**src/rtl/dp_alu_pkg.sv**
```systemverilog
// Package: shared opcode type, flag bit positions and opcode-class helpers
// for the data-processing execute unit.
package dp_alu_pkg;

    typedef enum logic [3:0] {
        OP_AND = 4'h0, OP_EOR = 4'h1, OP_SUB = 4'h2, OP_RSB = 4'h3,
        OP_ADD = 4'h4, OP_ADC = 4'h5, OP_SBC = 4'h6, OP_RSC = 4'h7,
        OP_TST = 4'h8, OP_TEQ = 4'h9, OP_CMP = 4'hA, OP_CMN = 4'hB,
        OP_ORR = 4'hC, OP_MOV = 4'hD, OP_BIC = 4'hE, OP_MVN = 4'hF
    } dp_op_e;

    localparam int FLAG_N = 3;
    localparam int FLAG_Z = 2;
    localparam int FLAG_C = 1;
    localparam int FLAG_V = 0;
    localparam int FLAG_W = 4;

    // True for opcodes whose flags come from the logic path
    function automatic logic is_logic_op(input logic [3:0] op);
        return (op[2:1] == 2'b00) || (op[3:2] == 2'b11);
    endfunction

    // True for the compare-only group that never writes a register
    function automatic logic is_compare_op(input logic [3:0] op);
        return op[3:2] == 2'b10;
    endfunction

endpackage

```
**src/rtl/dp_adder.sv**
```systemverilog
// Module: dp_adder
// Shared adder for all arithmetic opcodes. Picks the operand order, the
// inversion and the carry-in from the opcode, then adds once.
// Assumes: opcode is an arithmetic one; for logic opcodes the outputs are
// computed but unused.
module dp_adder
    import dp_alu_pkg::*;
#(
    parameter int WIDTH = 32
) (
    input  logic [3:0]       op,
    input  logic [WIDTH-1:0] rn,
    input  logic [WIDTH-1:0] op2,
    input  logic             c_in,
    output logic [WIDTH-1:0] sum,
    output logic             c_out,
    output logic             v_out
);

    localparam int SUM_W = WIDTH + 1;

    logic [WIDTH-1:0] a_opd;
    logic [WIDTH-1:0] b_opd;
    logic             cin_sel;
    logic [SUM_W-1:0] full;

    // Operand order, inversion and carry-in per opcode
    always_comb begin
        a_opd   = rn;
        b_opd   = op2;
        cin_sel = 1'b0;
        case (dp_op_e'(op))
            OP_SUB, OP_CMP: begin b_opd = ~op2; cin_sel = 1'b1;  end
            OP_RSB:         begin a_opd = op2; b_opd = ~rn; cin_sel = 1'b1; end
            OP_ADC:         begin cin_sel = c_in;                end
            OP_SBC:         begin b_opd = ~op2; cin_sel = c_in;  end
            OP_RSC:         begin a_opd = op2; b_opd = ~rn; cin_sel = c_in; end
            default:        begin cin_sel = 1'b0;                end
        endcase
    end

    // Single carry-propagate addition
    always_comb begin
        full = {1'b0, a_opd} + {1'b0, b_opd} + {{WIDTH{1'b0}}, cin_sel};
    end

    // Carry and signed-overflow extraction
    always_comb begin
        sum   = full[WIDTH-1:0];
        c_out = full[WIDTH];
        v_out = (a_opd[WIDTH-1] == b_opd[WIDTH-1]) &&
                (full[WIDTH-1] != a_opd[WIDTH-1]);
    end

endmodule

```
**src/rtl/dp_logic.sv**
```systemverilog
// Module: dp_logic
// Bitwise path for the logical opcodes, including test forms.
// Assumes: op2 already carries any shift.
module dp_logic
    import dp_alu_pkg::*;
#(
    parameter int WIDTH = 32
) (
    input  logic [3:0]       op,
    input  logic [WIDTH-1:0] rn,
    input  logic [WIDTH-1:0] op2,
    output logic [WIDTH-1:0] res
);

    // Bitwise operation per opcode
    always_comb begin
        case (dp_op_e'(op))
            OP_AND, OP_TST: res = rn & op2;
            OP_EOR, OP_TEQ: res = rn ^ op2;
            OP_ORR:         res = rn | op2;
            OP_MOV:         res = op2;
            OP_BIC:         res = rn & ~op2;
            OP_MVN:         res = ~op2;
            default:        res = '0;
        endcase
    end

endmodule

```
**src/rtl/dp_ctrl.sv**
```systemverilog
// Module: dp_ctrl
// Decodes write-back, flag update and program-counter return handling.
// Assumes: the program counter is the highest register index.
module dp_ctrl
    import dp_alu_pkg::*;
#(
    parameter int IDX_W = 4
) (
    input  logic [3:0]       op,
    input  logic             set_flags,
    input  logic [IDX_W-1:0] dest,
    input  logic             user_mode,
    output logic             wr_req,
    output logic             flag_upd,
    output logic             exc_req,
    output logic             ill_req,
    output logic             use_logic
);

    localparam logic [IDX_W-1:0] PC_IDX = {IDX_W{1'b1}};

    logic ret_form;

    // Flag-setting SUB or MOV aimed at the program counter
    always_comb begin
        ret_form = set_flags && (dest == PC_IDX) &&
                   ((dp_op_e'(op) == OP_SUB) || (dp_op_e'(op) == OP_MOV));
    end

    // Control outputs
    always_comb begin
        exc_req   = ret_form && !user_mode;
        ill_req   = ret_form && user_mode;
        wr_req    = !is_compare_op(op) && !ret_form;
        flag_upd  = set_flags && !ret_form;
        use_logic = is_logic_op(op);
    end

endmodule

```
**src/rtl/dp_alu.sv**
```systemverilog
// Module: dp_alu (top)
// Data-processing execute unit: selects the logic or adder path, forms the
// next flags and registers all outputs one cycle after in_valid.
// Assumes: flags packed {N,Z,C,V}; synchronous active-low reset.
module dp_alu
    import dp_alu_pkg::*;
#(
    parameter int WIDTH = 32,
    parameter int IDX_W = 4
) (
    input  logic              clk,
    input  logic              rst_n,
    input  logic              in_valid,
    input  logic [3:0]        opcode,
    input  logic [WIDTH-1:0]  rn_val,
    input  logic [WIDTH-1:0]  op2_val,
    input  logic              shift_cout,
    input  logic [FLAG_W-1:0] flags_in,
    input  logic              set_flags,
    input  logic [IDX_W-1:0]  dest_idx,
    input  logic              user_mode,
    output logic              out_valid,
    output logic [WIDTH-1:0]  result,
    output logic              wr_en,
    output logic [FLAG_W-1:0] flags_out,
    output logic              exc_return,
    output logic              illegal
);

    logic [WIDTH-1:0]  add_sum;
    logic              add_c;
    logic              add_v;
    logic [WIDTH-1:0]  log_res;
    logic              wr_req;
    logic              flag_upd;
    logic              exc_req;
    logic              ill_req;
    logic              use_logic;
    logic [WIDTH-1:0]  res_nx;
    logic [FLAG_W-1:0] flags_nx;

    dp_adder #(.WIDTH(WIDTH)) u_add (
        .op    (opcode),
        .rn    (rn_val),
        .op2   (op2_val),
        .c_in  (flags_in[FLAG_C]),
        .sum   (add_sum),
        .c_out (add_c),
        .v_out (add_v)
    );

    dp_logic #(.WIDTH(WIDTH)) u_log (
        .op  (opcode),
        .rn  (rn_val),
        .op2 (op2_val),
        .res (log_res)
    );

    dp_ctrl #(.IDX_W(IDX_W)) u_ctl (
        .op        (opcode),
        .set_flags (set_flags),
        .dest      (dest_idx),
        .user_mode (user_mode),
        .wr_req    (wr_req),
        .flag_upd  (flag_upd),
        .exc_req   (exc_req),
        .ill_req   (ill_req),
        .use_logic (use_logic)
    );

    // Result path select
    always_comb begin
        res_nx = use_logic ? log_res : add_sum;
    end

    // Next-flag formation
    always_comb begin
        flags_nx = flags_in;
        if (flag_upd) begin
            flags_nx[FLAG_N] = res_nx[WIDTH-1];
            flags_nx[FLAG_Z] = (res_nx == '0);
            if (use_logic) begin
                flags_nx[FLAG_C] = shift_cout;
            end else begin
                flags_nx[FLAG_C] = add_c;
                flags_nx[FLAG_V] = add_v;
            end
        end
    end

    // Output register stage
    always_ff @(posedge clk) begin
        if (!rst_n) begin
            out_valid  <= 1'b0;
            result     <= '0;
            wr_en      <= 1'b0;
            flags_out  <= '0;
            exc_return <= 1'b0;
            illegal    <= 1'b0;
        end else begin
            out_valid  <= in_valid;
            wr_en      <= in_valid && wr_req;
            exc_return <= in_valid && exc_req;
            illegal    <= in_valid && ill_req;
            if (in_valid) begin
                result    <= res_nx;
                flags_out <= flags_nx;
            end
        end
    end

endmodule

```
**config.mk**
```make
export PLATFORM = sky130hd
export DESIGN_NAME = dp_alu
export DESIGN_NICKNAME = d
export VERILOG_FILES = /design/src/rtl/dp_alu_pkg.sv /design/src/rtl/dp_adder.sv /design/src/rtl/dp_logic.sv /design/src/rtl/dp_ctrl.sv /design/src/rtl/dp_alu.sv
export SDC_FILE = /design/constraint.sdc
export NUM_CORES = 1
export LEC_CHECK = 0
export ABC_AREA = 1
export BUFFER_PORTS_ARGS = -buffer_cell sky130_fd_sc_hd__clkbuf_2
export CAP_MARGIN = 20
export CORE_UTILIZATION = 55
export DETAILED_ROUTE_END_ITERATION = 12
export PLACE_DENSITY = 0.78
export SKIP_LAST_GASP = 1
export SYNTH_ARGS = -nofsm -noshare
export SYNTH_HDL_FRONTEND = slang
export SYNTH_SLANG_ARGS = --single-unit
```
**constraint.sdc**
```tcl
create_clock -name clk -period 5.5 [get_ports clk]
set_clock_uncertainty 0.15 [all_clocks]
set_input_delay 0.55 -clock clk [delete_from_list [all_inputs] [get_ports clk]]
set_output_delay 0.55 -clock clk [all_outputs]
set_load 0.03 [all_outputs]
```
# After elaboration in Yosys (flattened, before gate mapping)
# Index checks and enable logic that the tools add are counted.
[word_totals]
register_bits = 40
in_bits = 82
out_inout_bits = 40
wordCells = 64
[op_classes]
add_sub_neg = 2
n_eq_ne = 18
n_mux = 8
bitwise_logic = 6
n_reduce_logical = 24
[op_table]
columns = ["operator", "count"]
rows = [
  ["$pmux W32 S6", 1],
  ["$and A32 B32 Y32", 2],
  ["$mux W32", 2],
  ["$not A32 Y32", 2],
  ["$pmux W32 S2", 1],
  ["$add A32 B32 Y33", 1],
  ["$add A33 B1 Y33", 1],
  ["$eq A4 B4 Y1 const B", 8],
  ["$logic_not A32 Y1", 1],
  ["$or A32 B32 Y32", 1],
  ["$xor A32 B32 Y32", 1],
  ["$eq A4 B3 Y1 const B", 3],
  ["$logic_and A1 B1 Y1", 10],
  ["$reduce_or A3 Y1", 3],
  ["$eq A4 B2 Y1 const B", 2],
  ["$reduce_or A2 Y1", 3],
  ["$eq A2 B2 Y1 const B", 2],
  ["$eq A4 B1 Y1 const B", 1],
  ["$logic_not A4 Y1", 1],
  ["$mux W4", 1],
  ["$logic_not A1 Y1", 3],
  ["$logic_not A2 Y1", 1],
  ["$logic_or A1 B1 Y1", 2],
  ["$mux W1", 2],
  ["other kinds (3)", 3],
]

# Depth between registers and ports, before layout
# Gate-level depths: netlist (run 1).
[depth]
ltp_word = 9
ltp_mapped = 27
ltp_nobuf = 25

# Modules after synthesis
# Synthesis (run 1) repeated with hierarchy kept, for this count alone.
[hier_totals]
hier_cells = 1548
hier_area_um2 = 8008.9
[by_module_without_submodules]
columns = ["module", "n_inst", "cells_each", "area_per_inst_um2"]
rows = [
  ["dp_adder", 1, 617, 3171.8],
  ["dp_logic", 1, 557, 2635.0],
  ["dp_alu", 1, 345, 2082.0],
  ["dp_ctrl", 1, 29, 120.1],
]

# Least setup slack after synthesis (run 1)
# No wires, ideal clock.
[synth_path]
path_type = "input-to-reg"
start = "in opcode[0]"
end = "reg flags_out[2]"
setup_ps = 70
arrival_ps = 3548
required_ps = 5280
path_slack_ps = 1732
cell_stages = 25
n_path_buf = 3
path_cell_list = "buf_2 -> nand2_1 -> nor2_1 -> clkbuf_1 -> clkbuf_1 -> nand2_1 -> o21ai_0 -> fa_1 -> inv_1 -> fa_1 -> nand2_1 -> nand2_1 -> nand3_1 -> nand2_1 -> nand2_1 -> nand2_1 -> nand2_1 -> nand3_1 -> nand3_1 -> nand2_1 -> nor2_1 -> nand2_1 -> nor2_1 -> nand3_1 -> a21oi_1"
[synth_via]
elab_chain_cells = 8
[synth_rtl]
columns = ["element", "line_no", "source"]
rows = [
  ["from (decl)", "dp_alu.sv:14", "input logic [3:0] opcode,"],
  ["$eq A4 B2 Y1 (tied with other cells)", "dp_adder.sv:32, dp_ctrl.sv:27", ""],
  ["$reduce_or A3 Y1 (no source line) / $reduce_or A2 Y1 (equally long branches)", "--", ""],
  ["$pmux W32 S2 / $mux W32 (equally long branches)", "dp_adder.sv:32", "case (dp_op_e'(op))"],
  ["$add A32 B32 Y33", "dp_adder.sv:44", "full = {1'b0, a_opd} + {1'b0, b_opd} + {{WIDTH{1'b0}}, cin_sel};"],
  ["$add A33 B1 Y33", "dp_adder.sv:44", ""],
  ["$mux W32", "dp_alu.sv:73", "res_nx = use_logic ? log_res : add_sum;"],
  ["$logic_not A32 Y1", "dp_alu.sv:81", "flags_nx[FLAG_Z] = (res_nx == '0);"],
  ["$mux W4 *", "dp_alu.sv:79", "if (flag_upd) begin"],
  ["to (signal assigned)", "dp_alu.sv:107", "flags_out <= flags_nx;"],
  ["to (decl)", "dp_alu.sv:25", "output logic [FLAG_W-1:0] flags_out,"],
]
# Every way passes the cells marked *; elsewhere a longest branch is shown, timed or not.
# A chain may end at the register's enable or synchronous reset.

# Worst setup path in the final report (run 1)
[layout_path]
start = "in opcode[2]"
end = "reg flags_out[2]"
# The elaborated chain is that of the path after synthesis.

==> results.toml, run 1 <==
[outcome]
outcome = "completed"

[floorplan]
die-area_um2 = 13400
start_util = 0.566
chipWidth_um = 116
num_io_pins = 122
die_y_um = 116
core_area_um2 = 12600
rows = 41

[layout]
n_antenna_cell = 0
fin_nets = 1570
syn_to_final_growth_pct = 11.2
layout-drive-gt1-share = 0.109
utilization = 0.629

[clock_tree]
h-tree-depth = 2
clock-sinks = 40
clkLatencyLatePin_ns = 0.28
cts_tree = "yes"
hold_buffers = 0
clk_pin_slew_ns = 0.06
cts_made_buffers = 5
cts_resized = 0
root_buffer = "clkbuf_16"
clock_path_buffers = 2
postCtsSetupBuffers = 0

[detailed_routing]
finalWirelength_um = 25600
top_layer_used = "met4"
first_pass_iters = 6
via_per_inst = 5.62
routed-wl-met2_um = 11600
wire_per_inst_um = 16.1
dr_wl_met3_um = 2090
drcViolationCount = 0
num_vias = 8960
ant_nets = 0
m1WireLength_um = 11200
drtIter0Drc = 872

[setup_path]
crit_type = "primary input to register"
worst-path-buf-inv = 5
end_kind = "register"
crit_path_max_fanout = 31
cp.required_ns = 5.57
critPathSlowestCell = "fa_1"
crit_arrival_ns = 4.25
crit_top_cell = "nand2_1"
cp_top_family = "simple AND/OR/NAND/NOR gates"
cp_slowest_stage_delay_ns = 0.46
r2r_setup_slack_ns = 4.53
startpoint_type = "primary input"

[synthesis]
synth_edf_count = 0
yosys_warnings = 0
synth_most_common_cell = "nand2_1"
synth-seq-cells = 40
async_flop_share = 0
netlist_area_um2 = 7140
synth.area.mux_share = 0
syn-num-nets = 1480
synth_area_leaders = "nand2_1 (23%), inv_1 (12%), dfxtp_1 (11%), ha_1 (11%), nor2_1 (7.3%)"
synth-compound-area-share = 0.188
synth_fa_ha_area_frac = 0.116
ys_types = 37
syn-instance-count = 1333
yosys.area_share.simple = 0.412
synth_top_family_by_area = "simple AND/OR/NAND/NOR gates"
synthTopCellsByCount = "nand2_1 (439), inv_1 (221), nor2_1 (139), o21ai_0 (95), nand3_1 (83)"
synth_flop_cell = "dfxtp_1"
avgSynthCellArea_um2 = 5.36
synth-seq-area-share = 0.112
synth_top_area_share = 0.231
synth_top_area_cell = "nand2_1"
synth_xor_area_frac = 0.0209

[timing]
finalWorstSetupSlack_ns = 1.32
finalHoldViolations = 0
fin_crit_ns = 4.18
holdWs_ns = 0.295
slew_viol_final = 0
rsz0062_at_grt = "no"
max_freq_mhz = 239
setup_viol = 0
fin_crit_sh = 0.760
slew_headroom = 0.282
tightest_slew_ns = 1.08
setup-tns-final_ns = 0

[global_route]
track_usage = 0.379
grt_pass1_wl_um = 39400
grt_max_degree = 49
grt_pass1_vias = 7716
grt-ovfl-total = 0
antenna_found_initial = 0

[placement]
gp_congestion = 0.997
port_buffers = 121
dpl.hpwl_um = 19700
place_ws_ns = 1.15

[pwr]
power_leakage_nw = 4.53
powerDensity_nw_per_um2 = 189
ir_drop_uv = 110

[flow_run]
drv_cap = 0

[hold_path]
min_path_type = "primary input to register"
-- cell families after synthesis --
kind of cell,after synthesis
simple gates,715
buf+inv,270
compound gates,226
fa+ha+maj,65
flops,40
xor+xnor,17
-- area by class of cell --
class                   count  area (µm²)
clock inverters             2        12.5
flip-flops and latches     40         801
inverters                 225         845
well taps                 172         215
multi-input cells        1023        5280
clock buffers               5         125
repair buffers            128         658
fillers                  1354        4680
-- through the flow --
stage | power (mW) | instance area [µm²] | cells
after global routing | 1.61 | 7940 | 1595
final | 1.50 | 7940 | 1595
after floorplan | 0.943 | 7140 | 1333
after global placement | 1.19 | 7800 | 1588
after detailed placement | 1.20 | 7800 | 1588
after CTS | 1.48 | 7940 | 1595
-- routing by layer --
| layer | GRT usage | vias up |
|---|---|---|
| met3 | 0.0465 | 57 |
| met4 | 0.120 | 0 |
| li1 | - | 4480 |
| met1 | 0.496 | 3988 |
| met2 | 0.644 | 435 |
| met5 | 0 | - |
-- flip-flops by register name (all words and copies together) (netlist names) --
signal	flops
exc_return	1
illegal	1
out_valid	1
flags_out	4
result	32
wr_en	1
-- final timing paths --
kind / startpoint / end / depth (start not counted)
min reg2reg: flags_out[3]$_SDFFE_PN0P_ / flags_out[3]$_SDFFE_PN0P_ / 2
max: opcode[2] / flags_out[2]$_SDFFE_PN0P_ / 25
min: user_mode / exc_return$_SDFF_PN0_ / 2
max reg2reg: result[28]$_SDFFE_PN0P_ / result[28]$_SDFFE_PN0P_ / 4
-- report_power, final --
group          internal, mW  total (mW)  switching, mW
clock network         0.165       0.284          0.119
logic                 0.276       0.885          0.609
registers             0.316       0.329         0.0136
total                 0.756        1.50          0.742
-- placed cells by master (no fill, tap or decap), types with 2 or more instances in the layout --
cell type	Yosys	final
xor2_1	17	17
fa_1	2	2
nor2_2	3	5
nand2_1	439	439
o21ai_0	95	95
clkbuf_2	0	121
o221ai_1	32	32
o21ai_1	5	5
inv_2	4	4
a21oi_1	58	58
nor2_4	1	3
a211oi_1	4	4
o21bai_1	2	2
nand4_1	19	19
dfxtp_1	40	40
inv_1	221	221
buf_4	1	7
ha_1	63	63
nand2_4	5	5
nand3_1	83	83
nand3b_1	5	5
clkbuf_16	0	5
nor2_1	139	135
nand2_2	2	2
a31oi_1	9	9
o2111ai_1	7	7
o211ai_1	11	11
nor3_1	15	15
-- worst reg2reg max path, stage by stage, from the launching register on --
cell     delay (ns)
dfxtp_1        0.38
nor2_1         0.06
nor2_1         0.13
o21ai_0        0.12
inv_1          0.08
Note: power is estimated with default switching activity, not from simulation.
==> run 2, diff against run 1 <==
clock period = 4 ns   (was 5.5 ns; I/O delays follow)
==> results.toml, run 2 (synthesis gave the netlist of run 1 again) <==
[outcome]
outcome = "completed"

[detailed_routing]
m1WireLength_um = 11000
drtIter0Drc = 944
finalWirelength_um = 25900
ant_nets = 0
drcViolationCount = 0
wire_per_inst_um = 16.1
routed-wl-met2_um = 11500
via_per_inst = 5.59
dr_wl_met3_um = 2140
top_layer_used = "met4"
first_pass_iters = 5
num_vias = 8953

[timing]
holdWs_ns = 0.152
setup_viol = 0
rsz0062_at_grt = "no"
tightest_slew_ns = 0.995
finalHoldViolations = 0
fin_crit_ns = 3.63
max_freq_mhz = 276
slew_headroom = 0.336
setup-tns-final_ns = 0
finalWorstSetupSlack_ns = 0.372
slew_viol_final = 0
fin_crit_sh = 0.907

[placement]
dpl_cell_area_um2 = 7880
place_ws_ns = 0.241
gp_congestion = 1.06
port_buffers = 121
dpl.hpwl_um = 20300

[floorplan]
chipWidth_um = 116
die_y_um = 116
start_util = 0.566
die-area_um2 = 13400
core_area_um2 = 12600
rows = 41
num_io_pins = 122

[setup_path]
worst-path-buf-inv = 5
cp_slowest_stage_delay_ns = 0.37
critPathSlowestCell = "ha_1"
crit_path_max_fanout = 31
rr_worst_depth = 4
cp.required_ns = 4.06
crit_top_cell = "nand2_1"
cp_num_cells = 22
end_kind = "register"
cp_top_family = "simple AND/OR/NAND/NOR gates"
startpoint_type = "primary input"
crit_chain = "clkbuf_2 -> inv_1 -> nand2_1 -> nor2_2 -> nor2_1 -> inv_1 -> buf_12 -> o221ai_1 -> ha_1 -> nand2_1 -> inv_1 -> a21oi_1 -> o21bai_1 -> a21oi_1 -> nand2_1 -> nand2_1 -> nand3_1 -> nand2_1 -> nand2_1 -> nor2_1 -> nand3_1 -> a21oi_1"
crit_type = "primary input to register"
crit_arrival_ns = 3.69

[layout]
n_antenna_cell = 0
syn_to_final_growth_pct = 12.6
final_cell_mix = "nand2_1 (439), inv_1 (221), nor2_1 (135), clkbuf_2 (121), o21ai_0 (95)"
largest_reg_flops = 32
layout_commonest_cell = "nand2_1"
utilization = 0.637
layout-drive-gt1-share = 0.113
fin_nets = 1577
top_regs = "result (32), flags_out (4)"
max_flop_register = "result"
finalInstanceArea_um2 = 8040

[clock_tree]
postCtsSetupBuffers = 0
hold_buffers = 0
root_buffer = "clkbuf_16"
cts_made_buffers = 5
clock-sinks = 40
clkLatencyLatePin_ns = 0.28
clock_path_buffers = 2
clk_pin_slew_ns = 0.06
cts_resized = 0
h-tree-depth = 2
cts_tree = "yes"

[global_route]
grt_pass1_wl_um = 40300
grt_pass1_vias = 7855
grt_max_degree = 49
antenna_found_initial = 0
track_usage = 0.386
grt-ovfl-total = 0

[pwr]
power_leakage_nw = 4.59
ir_drop_uv = 206
powerDensity_nw_per_um2 = 266

[hold_path]
min_path_type = "primary input to register"
min_delay_path_depth = 2

[flow_run]
drv_cap = 0
[run 2: metal layers]
metal | up-vias | track usage
met2 | 443 | 0.638
met3 | 78 | 0.0502
li1 | 4489 | -
met5 | - | 0
met1 | 3943 | 0.501
met4 | 0 | 0.170
[run 2: path summary, 6_finish.rpt]
kind | from | slack [ns] | end
min | user_mode | 0.15 | exc_return$_SDFF_PN0_
max reg2reg | result[12]$_SDFFE_PN0P_ | 3.04 | result[12]$_SDFFE_PN0P_
max | opcode[0] | 0.37 | flags_out[2]$_SDFFE_PN0P_
min reg2reg | flags_out[3]$_SDFFE_PN0P_ | 0.34 | flags_out[3]$_SDFFE_PN0P_
[run 2: layout make-up]
class / count / area [µm²]
Multi-Input combinational cell: 1023 / 5280
Clock buffer: 6 / 129
Tap cell: 172 / 215
Clock inverter: 2 / 35.0
Sequential cell: 40 / 801
Fill cell: 1335 / 4580
Timing Repair Buffer: 135 / 736
Inverter: 225 / 845
[run 2: stage by stage]
step	power, mW	instances
after floorplan	1.30	1333
after global placement	1.66	1595
after detailed placement	1.66	1595
after CTS	2.11	1603
after global routing	2.30	1603
final	2.14	1603
[run 2: where the power goes]
group / switching, mW / internal, mW / total, mW
sequential: 0.0202 / 0.434 / 0.454
combinational: 0.851 / 0.387 / 1.24
clock: 0.152 / 0.293 / 0.445
